<file path="config.mk">
export PLATFORM = sky130hd
export DESIGN_NAME = ccm_color_map
export DESIGN_NICKNAME = d
export VERILOG_FILES = /design/src/rtl/ccm_pkg.sv /design/src/rtl/ccm_cfg_check.sv /design/src/rtl/ccm_range_mask.sv /design/src/rtl/ccm_color_map.sv
export SDC_FILE = /design/constraint.sdc
export NUM_CORES = 2
export LEC_CHECK = 0
export ABC_AREA = 1
export CORE_ASPECT_RATIO = 1.1
export CORE_MARGIN = 2
export CORE_UTILIZATION = 50
export DETAILED_ROUTE_END_ITERATION = 6
export HOLD_SLACK_MARGIN = 0.08
export PLACE_DENSITY = 0.7
export RECOVER_POWER = 50
export SYNTH_ARGS = -nofsm -noshare
export SYNTH_HDL_FRONTEND = slang
export SYNTH_SLANG_ARGS = --single-unit
</file>
<file path="constraint.sdc">
create_clock -name clk -period 4.5 [get_ports clk]
set_input_delay 0.675 -clock clk [delete_from_list [all_inputs] [get_ports clk]]
set_output_delay 0.675 -clock clk [all_outputs]
set_load 0.005 [all_outputs]
</file>
<file path="src/rtl/ccm_pkg.sv">
package ccm_pkg;
    typedef enum logic [1:0] {
        WALK_IDLE   = 2'd0,
        WALK_SHRINK = 2'd1,
        WALK_GROW   = 2'd2
    } walk_mode_e;
endpackage

</file>
<file path="src/rtl/ccm_cfg_check.sv">
module ccm_cfg_check #(
    parameter int N_COLORS   = 64,
    parameter int MIN_COLORS = 4,
    parameter int STEP       = 2,
    parameter int MAX_DELTA  = 16,
    parameter int CNTW       = 7
) (
    input  logic [CNTW-1:0] cur_count,
    input  logic [CNTW-1:0] req_count,
    output logic            legal,
    output logic            shrink
);
    logic [CNTW-1:0] delta;

    always_comb begin
        delta  = (req_count > cur_count) ? (req_count - cur_count) : (cur_count - req_count);
        shrink = req_count < cur_count;
        legal  = ((req_count % CNTW'(STEP)) == '0)
              && (req_count >= CNTW'(MIN_COLORS))
              && (req_count <= CNTW'(N_COLORS))
              && (delta <= CNTW'(MAX_DELTA));
    end
endmodule

</file>
<file path="src/rtl/ccm_range_mask.sv">
module ccm_range_mask #(
    parameter int N_COLORS = 64,
    parameter int CNTW     = 7
) (
    input  logic [CNTW-1:0]     lo,
    input  logic [CNTW-1:0]     hi,
    output logic [N_COLORS-1:0] mask
);
    for (genvar c = 0; c < N_COLORS; c++) begin : g_bit
        assign mask[c] = (CNTW'(c) >= lo) && (CNTW'(c) < hi);
    end
endmodule

</file>
<file path="src/rtl/ccm_color_map.sv">
module ccm_color_map #(
    parameter int N_COLORS  = 64,
    parameter int PAGE_W    = 20,
    parameter int STEP      = 2,
    parameter int MAX_DELTA = 16,
    localparam int CW       = $clog2(N_COLORS),
    localparam int CNTW     = CW + 1
) (
    input  logic                clk,
    input  logic                rst_n,
    input  logic [PAGE_W-1:0]   lkp_page,
    output logic [CW-1:0]       lkp_color,
    input  logic                wr_en,
    input  logic [CW-1:0]       wr_region,
    input  logic [CW-1:0]       wr_color,
    input  logic                cfg_req,
    input  logic [CNTW-1:0]     cfg_count,
    output logic [CNTW-1:0]     alloc_count,
    output logic [N_COLORS-1:0] alloc_mask,
    output logic                flush_req,
    output logic [N_COLORS-1:0] flush_mask,
    output logic                busy,
    output logic                cfg_err
);
    import ccm_pkg::*;

    localparam int MIN_COLORS = N_COLORS / 16;

    typedef struct packed {
        logic [N_COLORS-1:0][CW-1:0] tbl;
        logic [CNTW-1:0]             cnt;
        logic [CNTW-1:0]             old;
        walk_mode_e                  mode;
        logic [CW-1:0]               idx;
        logic [CW-1:0]               rr;
        logic                        flush;
        logic [N_COLORS-1:0]         fmask;
        logic                        err;
    } state_t;

    state_t q, d;

    logic                req_legal;
    logic                req_shrink;
    logic [N_COLORS-1:0] removed_mask;
    logic                unused_page_hi;

    ccm_cfg_check #(
        .N_COLORS  (N_COLORS),
        .MIN_COLORS(MIN_COLORS),
        .STEP      (STEP),
        .MAX_DELTA (MAX_DELTA),
        .CNTW      (CNTW)
    ) u_check (
        .cur_count(q.cnt),
        .req_count(cfg_count),
        .legal    (req_legal),
        .shrink   (req_shrink)
    );

    ccm_range_mask #(.N_COLORS(N_COLORS), .CNTW(CNTW)) u_removed (
        .lo  (cfg_count),
        .hi  (q.cnt),
        .mask(removed_mask)
    );

    ccm_range_mask #(.N_COLORS(N_COLORS), .CNTW(CNTW)) u_alloc (
        .lo  ('0),
        .hi  (q.cnt),
        .mask(alloc_mask)
    );

    always_comb begin
        d       = q;
        d.flush = 1'b0;
        d.fmask = '0;
        d.err   = 1'b0;

        if (q.mode != WALK_IDLE) begin
            // one region per cycle
            if (q.mode == WALK_SHRINK) begin
                if ({1'b0, q.tbl[q.idx]} >= q.cnt) begin
                    d.tbl[q.idx] = q.rr;
                    if (({1'b0, q.rr} + CNTW'(1)) == q.cnt) begin
                        d.rr = '0;
                    end else begin
                        d.rr = q.rr + CW'(1);
                    end
                end
            end else begin
                if (({1'b0, q.idx} >= q.old) && ({1'b0, q.idx} < q.cnt)) begin
                    d.tbl[q.idx] = q.idx;
                end
            end
            if (q.idx == CW'(N_COLORS - 1)) begin
                d.mode = WALK_IDLE;
            end
            d.idx = q.idx + CW'(1);
            if (cfg_req || wr_en) begin
                d.err = 1'b1;
            end
        end else if (cfg_req) begin
            if (req_legal) begin
                d.cnt  = cfg_count;
                d.old  = q.cnt;
                d.mode = req_shrink ? WALK_SHRINK : WALK_GROW;
                d.idx  = '0;
                d.rr   = '0;
                if (req_shrink) begin
                    d.flush = 1'b1;
                    d.fmask = removed_mask;
                end
            end else begin
                d.err = 1'b1;
            end
            if (wr_en) begin
                d.err = 1'b1;
            end
        end else if (wr_en) begin
            if ({1'b0, wr_color} < q.cnt) begin
                d.tbl[wr_region] = wr_color;
            end else begin
                d.err = 1'b1;
            end
        end
    end

    always_ff @(posedge clk) begin
        if (!rst_n) begin
            for (int i = 0; i < N_COLORS; i++) begin
                q.tbl[i] <= CW'(i);
            end
            q.cnt   <= CNTW'(N_COLORS);
            q.old   <= CNTW'(N_COLORS);
            q.mode  <= WALK_IDLE;
            q.idx   <= '0;
            q.rr    <= '0;
            q.flush <= 1'b0;
            q.fmask <= '0;
            q.err   <= 1'b0;
        end else begin
            q <= d;
        end
    end

    assign lkp_color      = q.tbl[lkp_page[CW-1:0]];
    assign unused_page_hi = ^lkp_page[PAGE_W-1:CW];
    assign alloc_count    = q.cnt;
    assign flush_req      = q.flush;
    assign flush_mask     = q.fmask;
    assign busy           = (q.mode != WALK_IDLE);
    assign cfg_err        = q.err;
endmodule

</file>
==> flow_summary.json <==
{
  "maxSlewHeadroom": 0.0777,
  "antenna_found_initial": 7,
  "synth.cell_area_um2": 31900,
  "crit_path_buffers_inverters": 4,
  "post_cts_setup_repair_buffer_count": 0,
  "number_of_cells_produced_by_synthesis": 5107,
  "filler_cell_count": 6361,
  "core.rowCount": 97,
  "total_die_area_um2": 65900,
  "route.vias.total": 37760,
  "hold_buffers": 0,
  "die_width_um": 245,
  "io_buffer_count": 172,
  "yosys.cell_types.count": 53,
  "grt_start_max_net_pins": 172,
  "die_y_um": 269,
  "worst_setup_hold_path_clk_slew_ns": 0.06,
  "cts_htree_levels": 2,
  "synth-seq-cells": 478,
  "yosys_warnings": 0,
  "route.met2.wl_mm": 58.1,
  "setup_viol_count_final": 0,
  "clock_tree.buffer_depth": 3,
  "routed_wirelength_mm": 136,
  "criticalPathCategory": "primary input to primary output",
  "ir_worst_vdd_v": 0.000312,
  "tritoncts": "built",
  "worstSkewPairLatency_ns": 0.64,
  "met1_length_mm": 50.4,
  "finalWorstPathRequiredPeriod_ns": 4.41,
  "critical_path_start_type": "primary input",
  "nNetsFinal": 5151,
  "finalHoldViolations": 0,
  "post-route-period-util": 0.979,
  "cpLargestDelayFamily": "buffers and inverters",
  "routed_via_density": 6.34,
  "critical_path.endpoint_type": "primary output",
  "total_power_w": 0.0103,
  "final_max_slew_viol_count": 0,
  "gp_congestion": 0.992,
  "initial_utilization": 0.503,
  "maxClockFrequency_mhz": 227,
  "drt-pass1-iter-count": 6,
  "powerDensity_nw_per_um2": 285,
  "worst_path_largest_cell_delay_ns": 0.63,
  "dp_hpwl_mm": 89.9,
  "ios": 187,
  "cts.repair.resized": 0,
  "numCtsBuffers": 55,
  "cap_violations": 0,
  "violation_count_after_the_first_detailed_routing_iteration": 5912,
  "worst_hold_slack_ns": 0.456,
  "leftover_overflow_at_the_end_of_global_routing": 0,
  "core_region_area_um2": 63500,
  "cp_cell_sequence": "buf_6 > inv_4 > clkbuf_2 > nor2_1 > o22ai_1 > o21ai_0 > o221ai_1 > nand3_1 > nand2_1 > dlygate4sd3_1",
  "first_pass_grt_wire_length_mm": 201,
  "first_global_vias": 32969,
  "dr_wl_met3_mm": 16.8,
  "synth_sequential_area_ratio": 0.300,
  "routed.top_layer": "met5",
  "tns_ns": 0,
  "grt.total_usage": 0.397,
  "skew_ns": 0.0201,
  "post_route_cells_drive_above_1_share": 0.0724,
  "cts.sinks": 478,
  "crit_slowest_cell": "sky130_fd_sc_hd__clkbuf_2",
  "design_area_um2": 36100,
  "drcViolationCount": 0,
  "critical_path_peak_fanout": 31,
  "max_slew.worst_pin.slew_ns": 1.38,
  "cts_root_buf": "sky130_fd_sc_hd__clkbuf_16",
  "endpoint_arrival_time_on_the_critical_path_ns": 3.73,
  "unrepaired_setup_endpoints_after_global_routing": "no",
  "p_leak_nw": 13.8,
  "syn2layout_area_growth_pct": 13.1,
  "run_status": "finished clean",
  "detail-route-antenna-nets": 0,
  "avgSynthCellArea_um2": 6.25,
  "timing.critical_path.required_ns": 3.83,
  "min-delay-path-class": "register to register",
  "detail_route.wl_per_cell_um": 22.8,
  "placed_area_um2": 34400
}
layer usage:
layer	global-route usage	vias to the layer above
li1	-	17315
met2	0.608	2665
met3	0.0866	620
met1	0.495	17154
met4	0.281	6
met5	0	-
path summary, 6_finish.rpt:
kind,start,endpoint,slack (ns),cells past startpoint
setup / recovery,lkp_page[0],lkp_color[4],0.09,10
hold / removal,q[364],q[364],0.46,2
setup reg to reg,q[74],q[187],0.18,25
hold reg to reg,q[364],q[364],0.46,2
kinds of logic (layout without fill, tap and decap cells):
family / Yosys count / in the layout / synth area share
AND/OR/NAND/NOR: 2338 / 2338 / 0.313
other: 1 / 7 / 0.000117
adder cells (fa/ha/maj): 39 / 39 / 0.0158
flip-flops: 478 / 478 / 0.300
AO/OA/AOI/OAI: 1330 / 1330 / 0.248
XOR/XNOR: 10 / 10 / 0.00274
buffers and inverters: 911 / 913 / 0.121
through the flow:
step           instances  worst slack (ns)  utilization
6_report            5956            0.0931        0.569
5_1_grt             5953           0.00200        0.569
3_5_place_dp        5853             0.243        0.541
4_1_cts             5953             0.177        0.570
3_3_place_gp        5853             0.273        0.541
2_1_floorplan       5110              1.05            -
cell usage in the layout (no fill, tap or decap), types with 10 or more instances in the layout:
master,n
sky130_fd_sc_hd__nor3_2,15
sky130_fd_sc_hd__buf_12,32
sky130_fd_sc_hd__dfxtp_1,477
sky130_fd_sc_hd__o211ai_1,43
sky130_fd_sc_hd__buf_4,126
sky130_fd_sc_hd__clkbuf_16,57
sky130_fd_sc_hd__inv_2,20
sky130_fd_sc_hd__nand2_1,999
sky130_fd_sc_hd__nand3_1,638
sky130_fd_sc_hd__a21oi_1,303
sky130_fd_sc_hd__a221oi_1,37
sky130_fd_sc_hd__o21ai_1,15
sky130_fd_sc_hd__clkdlybuf4s50_1,41
sky130_fd_sc_hd__ha_1,37
sky130_fd_sc_hd__nand4_1,48
sky130_fd_sc_hd__clkbuf_1,21
sky130_fd_sc_hd__nor2_1,591
sky130_fd_sc_hd__dlygate4sd3_1,127
sky130_fd_sc_hd__clkbuf_8,16
sky130_fd_sc_hd__clkinv_2,10
sky130_fd_sc_hd__o21ai_2,38
sky130_fd_sc_hd__o22ai_1,435
sky130_fd_sc_hd__nand2_2,10
sky130_fd_sc_hd__a22oi_1,50
sky130_fd_sc_hd__inv_1,441
sky130_fd_sc_hd__nor3_1,11
sky130_fd_sc_hd__o221ai_1,10
sky130_fd_sc_hd__o21ai_0,358
final cells by class:
type,instances,area (um^2),area share
diodes,3,7.51,0.000208
clock buffers,83,1680,0.0466
clock inverters,17,150,0.00416
inverters,467,1760,0.0487
multi-input cells,3721,18500,0.513
flip-flops and latches,478,9570,0.265
well taps,841,1050,0.0291
repair buffers,346,3370,0.0934
report_power, final:
group | leakage [nW] | internal (W) | switching [W] | total [W]
clock network | 0.906 | 0.00268 | 0.00199 | 0.00467
logic | 9.07 | 0.000376 | 0.000965 | 0.00134
registers | 3.86 | 0.00426 | 0.0000238 | 0.00428
total | 13.8 | 0.00731 | 0.00298 | 0.0103
sequential cells by signal, summed over array words and instances, names as in the netlist:
name         count
alloc_count      7
cfg_err          1
flush_mask      64
flush_req        1
q              405
cell usage after synthesis, drive strengths merged:
master / count / area, um^2
xor2: 8 / 70.1
inv: 461 / 1730
a21oi: 306 / 1540
clkbuf: 206 / 773
o2bb2ai: 3 / 26.3
nand3b: 3 / 22.5
a221oi: 39 / 342
nor3: 28 / 226
a31oi: 1 / 6.26
o31ai: 3 / 22.5
o21bai: 7 / 56.3
or2: 1 / 6.26
clkinv: 6 / 22.5
o32ai: 2 / 17.5
a22oi: 50 / 375
o21ai: 411 / 2200
conb: 1 / 3.75
o211a: 5 / 50.1
fa: 2 / 40.0
xnor2: 2 / 17.5
buf: 238 / 1350
a22o: 3 / 26.3
ha: 37 / 463
nor2: 605 / 2360
dfxtp: 478 / 9570
o2111ai: 4 / 35.0
nand4: 48 / 300
o211ai: 43 / 323
nor3b: 1 / 7.51
a21boi: 1 / 7.51
nand3: 641 / 3230
o22ai: 435 / 2720
nor4: 1 / 6.26
a211oi: 2 / 15.0
o221ai: 10 / 87.6
o2111a: 3 / 33.8
nand2: 1010 / 3810
a21o: 2 / 15.0
worst reg2reg max path, cell delays in order, from the launching register on:
cell and delay (ns):
sky130_fd_sc_hd__dfxtp_1 0.47, sky130_fd_sc_hd__buf_4 0.23, sky130_fd_sc_hd__nand2_1 0.14, sky130_fd_sc_hd__nor2_4 0.41, sky130_fd_sc_hd__buf_12 0.27, sky130_fd_sc_hd__nand2_1 0.09
sky130_fd_sc_hd__nand2_1 0.06, sky130_fd_sc_hd__a221oi_1 0.04, sky130_fd_sc_hd__nand2_1 0.17, sky130_fd_sc_hd__nand2_1 0.09, sky130_fd_sc_hd__nand4_1 0.22, sky130_fd_sc_hd__nor2_1 0.08
sky130_fd_sc_hd__ha_1 0.27, sky130_fd_sc_hd__inv_1 0.04, sky130_fd_sc_hd__nand2_1 0.04, sky130_fd_sc_hd__a21oi_1 0.06, sky130_fd_sc_hd__nor2_1 0.10, sky130_fd_sc_hd__nor2_1 0.05
sky130_fd_sc_hd__o211ai_1 0.20, sky130_fd_sc_hd__nand2_1 0.14, sky130_fd_sc_hd__nand3_4 0.17, sky130_fd_sc_hd__buf_12 0.20, sky130_fd_sc_hd__buf_12 0.25, sky130_fd_sc_hd__nand2_1 0.17
sky130_fd_sc_hd__nand2_1 0.12, sky130_fd_sc_hd__nand3_1 0.06
Note: power is estimated with default switching activity, not from simulation.
